--- config.mk ---
export PLATFORM = sky130hd
export DESIGN_NAME = sm_addsub
export DESIGN_NICKNAME = d
export VERILOG_FILES = /design/src/rtl/sm_pkg.sv /design/src/rtl/sm_mag_adder.sv /design/src/rtl/sm_negate.sv /design/src/rtl/sm_control.sv /design/src/rtl/sm_addsub.sv
export SDC_FILE = /design/constraint.sdc
export NUM_CORES = 1
export LEC_CHECK = 0
export ABC_CLOCK_PERIOD_IN_PS = 6300
export BUFFER_PORTS_ARGS = -buffer_cell sky130_fd_sc_hd__buf_2
export CAP_MARGIN = 10
export CORE_AREA = 2 2 39 41
export DETAILED_ROUTE_END_ITERATION = 10
export DIE_AREA = 0 0 41 43
export PLACE_DENSITY = 0.65
export SLEW_MARGIN = 20
export SYNTH_ARGS = -nofsm -noshare
export SYNTH_HDL_FRONTEND = slang
export SYNTH_SLANG_ARGS = --single-unit
--- constraint.sdc ---
create_clock -name vclk -period 6.3
set_input_delay 0.315 -clock vclk [all_inputs]
set_output_delay 0.315 -clock vclk [all_outputs]
set_load 0.1 [all_outputs]
--- src/rtl/sm_pkg.sv ---
package sm_pkg;
   typedef enum logic [0:0] {
      ADD_RIPPLE = 1'b0,
      ADD_BEHAV  = 1'b1
   } add_style_e;

   typedef enum logic [0:0] {
      NEG_INV_INC = 1'b0,
      NEG_SCAN    = 1'b1
   } neg_style_e;

   function automatic logic sign_parity(input logic sa, input logic sb, input logic sub);
      return sa ^ sb ^ sub;
   endfunction
endpackage

--- src/rtl/sm_mag_adder.sv ---
module sm_mag_adder
   import sm_pkg::*;
#(
   parameter int         W     = 7,
   parameter add_style_e STYLE = ADD_RIPPLE
) (
   input  logic [W-1:0] x_i,
   input  logic [W-1:0] y_i,
   input  logic         cin_i,
   output logic [W-1:0] sum_o,
   output logic         cout_o
);
   if (W < 1) begin : g_bad_width
      $error("sm_mag_adder: W must be at least 1");
   end

   if (STYLE == ADD_RIPPLE) begin : g_ripple
      logic [W:0] carry;
      assign carry[0] = cin_i;
      for (genvar i = 0; i < W; i++) begin : g_cell
         logic p, g;
         assign p          = x_i[i] ^ y_i[i];
         assign g          = x_i[i] & y_i[i];
         assign sum_o[i]   = p ^ carry[i];
         assign carry[i+1] = g | (p & carry[i]);
      end
      assign cout_o = carry[W];
   end else begin : g_behav
      logic [W:0] wide;
      assign wide   = {1'b0, x_i} + {1'b0, y_i} + {{W{1'b0}}, cin_i};
      assign sum_o  = wide[W-1:0];
      assign cout_o = wide[W];
   end
endmodule

--- src/rtl/sm_negate.sv ---
module sm_negate
   import sm_pkg::*;
#(
   parameter int         W     = 7,
   parameter neg_style_e STYLE = NEG_INV_INC
) (
   input  logic [W-1:0] v_i,
   output logic [W-1:0] neg_o
);
   if (STYLE == NEG_INV_INC) begin : g_inv_inc
      logic [W:0] inc;
      assign inc[0] = 1'b1;
      for (genvar i = 0; i < W; i++) begin : g_bit
         logic inv;
         assign inv      = ~v_i[i];
         assign neg_o[i] = inv ^ inc[i];
         assign inc[i+1] = inv & inc[i];
      end
   end else begin : g_scan
      logic [W:0] seen;
      assign seen[0] = 1'b0;
      for (genvar i = 0; i < W; i++) begin : g_bit
         assign neg_o[i]  = v_i[i] ^ seen[i];
         assign seen[i+1] = seen[i] | v_i[i];
      end
   end
endmodule

--- src/rtl/sm_control.sv ---
module sm_control
   import sm_pkg::*;
(
   input  logic sa_i,
   input  logic sb_i,
   input  logic sub_i,
   input  logic cout_i,
   output logic diff_o,
   output logic borrow_o,
   output logic ovf_o,
   output logic sign_raw_o
);
   assign diff_o     = sign_parity(sa_i, sb_i, sub_i);
   assign borrow_o   = diff_o & ~cout_i;
   assign ovf_o      = ~diff_o & cout_i;
   assign sign_raw_o = sa_i ^ borrow_o;
endmodule

--- src/rtl/sm_addsub.sv ---
module sm_addsub
   import sm_pkg::*;
#(
   parameter int         N         = 8,
   parameter add_style_e ADD_STYLE = ADD_RIPPLE,
   parameter neg_style_e NEG_STYLE = NEG_INV_INC
) (
   input  logic [N-1:0] a_i,
   input  logic [N-1:0] b_i,
   input  logic         sub_i,
   output logic [N-1:0] res_o,
   output logic         ovf_o
);
   localparam int M = N - 1;

   if (N < 2) begin : g_bad_n
      $error("sm_addsub: N must be at least 2");
   end

   logic         sa, sb;
   logic [M-1:0] ma, mb, mb_eff, raw_sum, raw_neg, mag;
   logic         cout, diff, borrow, ovf, sign_raw;

   assign sa = a_i[N-1];
   assign sb = b_i[N-1];
   assign ma = a_i[M-1:0];
   assign mb = b_i[M-1:0];

   sm_control u_ctrl (
      .sa_i      (sa),
      .sb_i      (sb),
      .sub_i     (sub_i),
      .cout_i    (cout),
      .diff_o    (diff),
      .borrow_o  (borrow),
      .ovf_o     (ovf),
      .sign_raw_o(sign_raw)
   );

   assign mb_eff = diff ? ~mb : mb;

   sm_mag_adder #(.W(M), .STYLE(ADD_STYLE)) u_add (
      .x_i   (ma),
      .y_i   (mb_eff),
      .cin_i (diff),
      .sum_o (raw_sum),
      .cout_o(cout)
   );

   sm_negate #(.W(M), .STYLE(NEG_STYLE)) u_neg (
      .v_i  (raw_sum),
      .neg_o(raw_neg)
   );

   assign mag   = borrow ? raw_neg : raw_sum;
   assign res_o = {sign_raw & (|mag), mag};
   assign ovf_o = ovf;

   always_comb begin
      if (diff) begin
         assert_sub_no_ovf_R7: assert (!ovf_o)
            else $error("overflow flagged on a magnitude difference");
         assert_sub_bound_R5: assert (res_o[M-1:0] <= ((ma > mb) ? ma : mb))
            else $error("difference magnitude exceeds both operands");
      end
      if (res_o[M-1:0] == '0) begin
         assert_no_neg_zero_R8: assert (!res_o[N-1])
            else $error("negative zero produced");
      end
      if (!diff && res_o[M-1:0] != '0) begin
         assert_add_sign_R4: assert (res_o[N-1] == a_i[N-1])
            else $error("sum sign differs from first operand");
      end
      if (!diff && !ovf_o) begin
         assert_no_overflow_R3: assert (res_o[M-1:0] >= ma && res_o[M-1:0] >= mb)
            else $error("sum without overflow smaller than an operand");
      end
   end
endmodule

After elaboration in Yosys (flattened, before gate mapping)
Cells that the tools add are included. W data, S select, Z words.

Register bits after elaboration: 0. Input bits: 17.

Mux-type cells: 2. Bitwise logic cells: 62. Reduce and logical (&&, ||, !) cells: 1.

Operators with widths (number): $xor A1 B1 Y1 (23); $and A1 B1 Y1 (22); $mux W7 (2); $not A1 Y1 (9); $not A7 Y7 (1); $or A1 B1 Y1 (7); $reduce_or A7 Y1 (1).

Logic depth before layout (Yosys ltp)
Gate-level depths: netlist of run 1.

Depth after elaboration: 23. Gate-level depth with buffers: 15.

Cells and area by module
From an unflattened synthesis of run 1, not the netlist that was laid out.

Cells, all modules: 61. Area, all modules: 550.5 um^2.

Modules (own cells, without submodules): sm_addsub (instances 1, cells an instance 24, area an instance 212.7 um^2); sm_mag_adder (instances 1, cells an instance 17, area an instance 177.7 um^2); sm_negate (instances 1, cells an instance 13, area an instance 101.3 um^2); sm_control (instances 1, cells an instance 7, area an instance 58.8 um^2).

Worst setup path before layout of run 1
No wires, ideal clock.

Kind: input to output. From: input port a_i[7]. To: output port res_o[7]. Arrival time: 5813 ps. Required time: 5985 ps. Path slack: 172 ps. Cell stages on the path: 14. Path through: xnor3_1 -> buf_6 -> xnor2_1 -> fa_1 -> fa_1 -> fa_1 -> fa_1 -> inv_1 -> fa_1 -> inv_1 -> fa_1 -> nor3_2 -> xor2_1 -> o31a_1.

Cells in the longest elaborated chain, start to end: 23.

Ends and longest elaborated chain: start: declaration (line sm_addsub.sv:8) `input logic [N-1:0] a_i,`; $xor A1 B1 Y1 (*) (2 in series) (line sm_pkg.sv:13) `return sa ^ sb ^ sub;`; $mux W7 (line sm_addsub.sv:40) `assign mb_eff = diff ? ~mb : mb;`; $xor A1 B1 Y1 (line sm_mag_adder.sv:22) `assign p = x_i[i] ^ y_i[i];`; $and A1 B1 Y1 (line sm_mag_adder.sv:25) `assign carry[i+1] = g | (p & carry[i]);`; $or A1 B1 Y1 (line sm_mag_adder.sv:25); $and A1 B1 Y1 (line sm_mag_adder.sv:25); $or A1 B1 Y1 (line sm_mag_adder.sv:25); $and A1 B1 Y1 (line sm_mag_adder.sv:25); [7 not listed]; $and A1 B1 Y1 (line sm_mag_adder.sv:25); $or A1 B1 Y1 (line sm_mag_adder.sv:25); $not A1 Y1 (line sm_control.sv:14) `assign borrow_o = diff_o & ~cout_i;`; $and A1 B1 Y1 (line sm_control.sv:14); $mux W7 (*) (line sm_addsub.sv:55) `assign mag = borrow ? raw_neg : raw_sum;`; net res_o[6] (line sm_addsub.sv:11) `output logic [N-1:0] res_o,`; $reduce_or A7 Y1 (*) (line sm_addsub.sv:56) `assign res_o = {sign_raw & (|mag), mag};`; $and A1 B1 Y1 (*) (line sm_addsub.sv:56); end: declaration (line sm_addsub.sv:11).

The timed path passes the listed nets; every way through them passes the cells marked *.

Final worst setup path of run 1
From: input port a_i[7]. To: output port res_o[7].

Cells in the longest elaborated chain, start to end: 23.

Ends and longest elaborated chain (line): $xor A1 B1 Y1 (2 in series) (sm_pkg.sv:13); $mux W7 (sm_addsub.sv:40); $xor A1 B1 Y1 (sm_mag_adder.sv:22); $and A1 B1 Y1 (sm_mag_adder.sv:25); $or A1 B1 Y1 (sm_mag_adder.sv:25); $and A1 B1 Y1 (sm_mag_adder.sv:25); $or A1 B1 Y1 (sm_mag_adder.sv:25); $and A1 B1 Y1 (sm_mag_adder.sv:25); [6 not listed]; $or A1 B1 Y1 (sm_mag_adder.sv:25); $and A1 B1 Y1 (sm_mag_adder.sv:25); $or A1 B1 Y1 (sm_mag_adder.sv:25); $not A1 Y1 (sm_control.sv:14); $and A1 B1 Y1 (sm_control.sv:14); $mux W7 (sm_addsub.sv:55); $reduce_or A7 Y1 (sm_addsub.sv:56); $and A1 B1 Y1 (*) (sm_addsub.sv:56).

Mark *: on every way between the ends. The rest lies on a longest branch, timed or not.

==> flow_summary.json, run 1 <==
{
  "outcome": "finished clean",
  "slowest_delay_ns": 0.68,
  "worstSetupPathType": "input port to output pin",
  "finalHoldViolations": 0,
  "seq_cells": 0,
  "antenna_left": 0,
  "worstMarginPinSlew_ns": 0.488,
  "cp_common_cell": "fa_1",
  "slowest_stage": "xnor3_1",
  "ctsHoldBuffers": 0,
  "via_per_inst": 4.56,
  "hp-class": "input port to output pin",
  "min_path_cells": 4,
  "syn_inst": 55,
  "rsz0062_at_grt": "false",
  "endpoint_kind": "output pin",
  "finalMaxSlewViolations": 0,
  "routed_wl_um": 858,
  "arrival_ns": 4.80,
  "nClkBuffers": 0,
  "io_buffer_count": 26,
  "dpl_worst_slack_ns": 1.14,
  "vias": 433,
  "gr-total-overflow": 0,
  "syn2layout_area_growth_pct": 29.1,
  "crit_fanout": 11,
  "antenna_cells": 0,
  "core_area_sq_mm": 0.00138,
  "synth_seq_area_share": 0,
  "seqCellArea_sq_um": 0,
  "rows": 14,
  "die-area_sq_mm": 0.00176,
  "nets": 109,
  "period_needed_ns": 5.11,
  "wl_per_cell_um": 9.03,
  "cts_resized": 0,
  "relSlewSlack": 0.675,
  "die_y_um": 43,
  "grt_pass1_vias": 403,
  "design_area_sq_um": 594,
  "fmax_ghz": 0.196,
  "die_w_um": 41,
  "grt_pass1_wl_um": 1520,
  "cts_setup_buffers": 0,
  "yosys_warnings": 0,
  "setup_tns_ns": 0,
  "track_usage": 0.118,
  "layout_commonest_cell": "buf_2",
  "place_hpwl_um": 824,
  "antenna_found_initial": 0,
  "synth_fp_nets": 83,
  "setup_violations": 0,
  "drv_cap": 0,
  "fin_crit_sh": 0.812,
  "setup_slack_ns": 1.19,
  "placed_area_sq_um": 594,
  "fin_hold_ws_ns": 1.22,
  "crit_path_start_kind": "input port",
  "drtIter0Drc": 7,
  "grt_max_degree": 12,
  "syn-cell-area_sq_um": 460,
  "layout-drive-gt1-share": 0.367,
  "syn_area_per_cell_sq_um": 8.37,
  "place_congestion": 0.708,
  "firstDrtPassIters": 4,
  "start_util": 0.333,
  "drc": 0,
  "cp.required_ns": 5.98,
  "path_cells": "buf_2, xnor3_1, o21ai_0, fa_1, fa_1, fa_1, fa_1, inv_1, fa_1, inv_1, fa_1, nor2_2, mux2_4, o31a_1, buf_2",
  "final_cell_mix": "26 x buf_2, 8 x inv_1, 8 x nand2_1",
  "ys_types": 19,
  "io-pin-count": 26
}
## Yosys cell counts
cell	count	area, sq um
o21ai_1	2	10.0
nor3_2	1	10.0
nor2_1	1	3.75
o21ai_0	5	25.0
nor2_2	1	6.26
ha_1	5	62.6
buf_6	1	11.3
fa_1	6	120
xnor3_1	1	22.5
mux2_4	1	15.0
nand2_1	8	30.0
inv_1	8	30.0
o31a_1	1	8.76
xnor2_1	7	61.3
xor2_1	2	17.5
nor3_1	2	10.0
buf_2	1	5.00
and2_1	1	6.26
nand3_1	1	5.00
## area by class of cell
class,instances,area [sq um]
well taps,16,20.0
multi-input cells,45,414
fillers,148,790
inverters,8,30.0
repair buffers,26,130
## worst paths after layout
path                    to  slack (ns)    from
setup / recovery  res_o[7]        1.19  a_i[7]
hold / removal    res_o[0]        1.22  a_i[0]
## layer usage
layer | share of wire | up-vias | global-route usage | routed length [um]
li1 | - | 224 | - | -
met1 | 0.39 | 197 | 0.143 | 335
met2 | 0.54 | 12 | 0.228 | 464
met3 | 0.068 | 0 | 0 | 58
met4 | 0 | 0 | 0 | 0
met5 | 0 | - | 0 | 0
## worst max-delay path: cells and delay by family
| kind | cells | cell delay [ns] |
|---|---|---|
| compound gates | 2 | 0.41 |
| xor+xnor | 1 | 0.68 |
| fa+ha+maj | 6 | 2.17 |
| buf+inv | 4 | 0.52 |
| mux | 1 | 0.34 |
| simple gates | 1 | 0.38 |
## cell families (layout without fill, tap and decap cells)
group / after synthesis / after routing / share of synthesized area
fa+ha+maj: 11 / 11 / 0.397
simple gates: 15 / 15 / 0.155
buf+inv: 10 / 34 / 0.101
xor+xnor: 10 / 10 / 0.220
mux: 1 / 1 / 0.0326
compound gates: 8 / 8 / 0.0951
## metrics by stage
step / utilization / instances
after floorplan: - / 55
after global placement: 0.429 / 95
after detailed placement: 0.429 / 95
after CTS: 0.429 / 95
after global routing: 0.429 / 95
final: 0.429 / 95
Power of run 1 is not shown: default switching activity piles up to over one toggle a cycle in this logic, so the estimate is an artifact.
==> inputs of run 2 (changes only) <==
--- a/config.mk
+++ b/config.mk
@@ -5,13 +5,14 @@
 export SDC_FILE = /design/constraint.sdc
 export NUM_CORES = 1
 export LEC_CHECK = 0
-export ABC_CLOCK_PERIOD_IN_PS = 6300
+export ABC_AREA = 1
+export ABC_CLOCK_PERIOD_IN_PS = 4300
 export BUFFER_PORTS_ARGS = -buffer_cell sky130_fd_sc_hd__buf_2
 export CAP_MARGIN = 10
 export CORE_AREA = 2 2 39 41
 export DETAILED_ROUTE_END_ITERATION = 10
 export DIE_AREA = 0 0 41 43
-export PLACE_DENSITY = 0.65
+export PLACE_DENSITY = 0.73
 export SLEW_MARGIN = 20
 export SYNTH_ARGS = -nofsm -noshare
 export SYNTH_HDL_FRONTEND = slang
==> constraint.sdc (replaced) <==
create_clock -name vclk -period 4.3
set_input_delay 0.215 -clock vclk [all_inputs]
set_output_delay 0.215 -clock vclk [all_outputs]
set_load 0.1 [all_outputs]
==> flow_summary.json, run 2 <==
{
  "outcome": "finished clean",
  "die_w_um": 41,
  "hp-start": "a_i[0]",
  "place_hpwl_um": 1020,
  "crit_path_start": "a_i[7]",
  "gr-total-overflow": 0,
  "fin_crit_sh": 0.958,
  "hp-class": "input port to output pin",
  "crit_fanout": 7,
  "finalMaxSlewViolations": 0,
  "layout_commonest_cell": "buf_2",
  "seqCellArea_sq_um": 0,
  "ir_worst_vdd_v": 0.000351,
  "place_inst": 115,
  "worst_path_dominant_cell_family": "adder cells",
  "arrival_ns": 3.90,
  "antenna_left": 0,
  "drc": 0,
  "setup_slack_ns": 0.182,
  "post-route-util": 0.637,
  "drtIter0Drc": 4,
  "syn_inst": 73,
  "endpoint_kind": "output pin",
  "critPathBufInv": 7,
  "routed_wl_um": 1240,
  "rsz0062_at_grt": "false",
  "nets": 136,
  "period_needed_ns": 4.12,
  "yosys_warnings": 0,
  "firstDrtPassIters": 4,
  "syn_area_per_cell_sq_um": 7.25,
  "antenna_found_initial": 0,
  "multi_input_area_sq_um": 513,
  "setup_violations": 0,
  "fin_cells": 122,
  "syn2layout_area_growth_pct": 66.4,
  "synth_seq_area_share": 0,
  "die_y_um": 43,
  "grt_max_degree": 9,
  "io_buffer_count": 26,
  "track_usage": 0.136,
  "dpl_worst_slack_ns": 0.0692,
  "start_util": 0.382,
  "rows": 14,
  "p_leak_nw": 0.487,
  "nFillCells": 119,
  "crit_path_start_kind": "input port",
  "seq_cells": 0,
  "synthMostInstantiatedCell": "inv_1",
  "fmax_ghz": 0.243,
  "yosysTopAreaCell": "fa_1",
  "p_total_w": 0.000519,
  "synth_fp_nets": 101,
  "worstSetupPathType": "input port to output pin",
  "vias": 566,
  "final_cell_mix": "20 x buf_2, 17 x inv_1, 12 x nand2_1",
  "slowest_delay_ns": 0.37,
  "cellPowerDensity_mw_per_mm2": 589,
  "wl_per_cell_um": 10.2,
  "ys_types": 17,
  "design_area_sq_um": 881,
  "finalHoldViolations": 0,
  "antenna_cells": 0,
  "worstMarginPinSlew_ns": 0.486,
  "syn-cell-area_sq_um": 529,
  "die-area_sq_mm": 0.00176,
  "grt_pass1_wl_um": 1810,
  "nClkBuffers": 0,
  "path_cells": "buf_2, inv_2, nand2_2, nand2_2, nand2_4, nand2_8, xnor2_2, fa_2, fa_2, fa_2, fa_2, inv_2, fa_2, inv_1, fa_1, inv_2, buf_4, nand4_1, nand2_1, nand2_1, nor2_1, a21oi_4, buf_12",
  "drv_cap": 0,
  "slowest_stage": "fa_1",
  "place_congestion": 0.777,
  "synth_common_cells": "19 x inv_1, 15 x nand2_1, 6 x fa_1",
  "placed_area_sq_um": 810,
  "grt_pass1_vias": 448,
  "via_per_inst": 4.64,
  "ys_top_cells_by_area": "fa_1 23%, inv_1 13%, ha_1 12%",
  "relSlewSlack": 0.678,
  "io-pin-count": 26,
  "layout-drive-gt1-share": 0.509,
  "cp_common_cell": "fa_2",
  "cp.required_ns": 4.09,
  "yosysTopAreaCellShare": 0.227,
  "core_area_sq_mm": 0.00138
}
==> run 2: cell count changes in the layout (fill, tap and decap cells not counted), sizes merged, moves of 3 or more <==
| cell | previous run | this run |
|---|---|---|
| nor3 | 3 | 0 |
| inv | 8 | 20 |
| nand2 | 8 | 19 |
| o21ai | 7 | 2 |
| nand4 | 0 | 5 |
| buf | 26 | 33 |
==> run 2: cells by family (layout without fill, tap and decap cells) <==
group	count (synthesis)	after routing	synth area share
AOI/OAI and AO/OA	4	4	0.0520
adders and majority gates	11	11	0.345
buffers and inverters	20	53	0.142
and+or+nand+nor	29	29	0.312
xor gates and xnor gates	9	9	0.149
==> run 2: repair_timing <==
action / in CTS / in global routing
gates resized for setup: 0 / 6
endpoints found under the setup margin: 0 / 1
setup buffers: 0 / 7
hold buffers: 0 / 0
==> run 2: layer usage <==
layer  global-route usage  wire length, um  up-vias
li1                     -                -      295
met1                0.201              499      249
met2                0.228              677       22
met3                    0               63        0
met4                    0                0        0
met5                    0                0        -
==> run 2: worst paths after layout <==
path,endpoint,slack [ns],cells after the start
hold / removal,res_o[0],0.88,3
setup / recovery,res_o[7],0.18,23
==> run 2: layout make-up <==
type | instances | share of cell area
Tap cell | 16 | 0.0227
Timing Repair Buffer | 33 | 0.310
Inverter | 20 | 0.0852
Multi-Input combinational cell | 53 | 0.582
==> run 2: power breakdown <==
part / total [W] / internal [W] / switching (W) / leakage, nW
clock: 0 / 0 / 0 / 0
sequential: 0 / 0 / 0 / 0
combinational: 0.000519 / 0.000170 / 0.000349 / 0.487
total: 0.000519 / 0.000170 / 0.000349 / 0.487
==> run 2: worst min-delay path, stage by stage <==
cell	delay, ns
buf_2	0.09
xor2_1	0.06
buf_2	0.29
==> run 2: stage by stage <==
stage	hold slack [ns]	setup TNS (ns)
5_1_grt	0.908	0
3_3_place_gp	0.877	0
6_report	0.875	0
4_1_cts	0.881	0
3_5_place_dp	0.881	0
2_1_floorplan	0.800	-0.225
No activity file was read; power rests on OpenSTA's default activity.
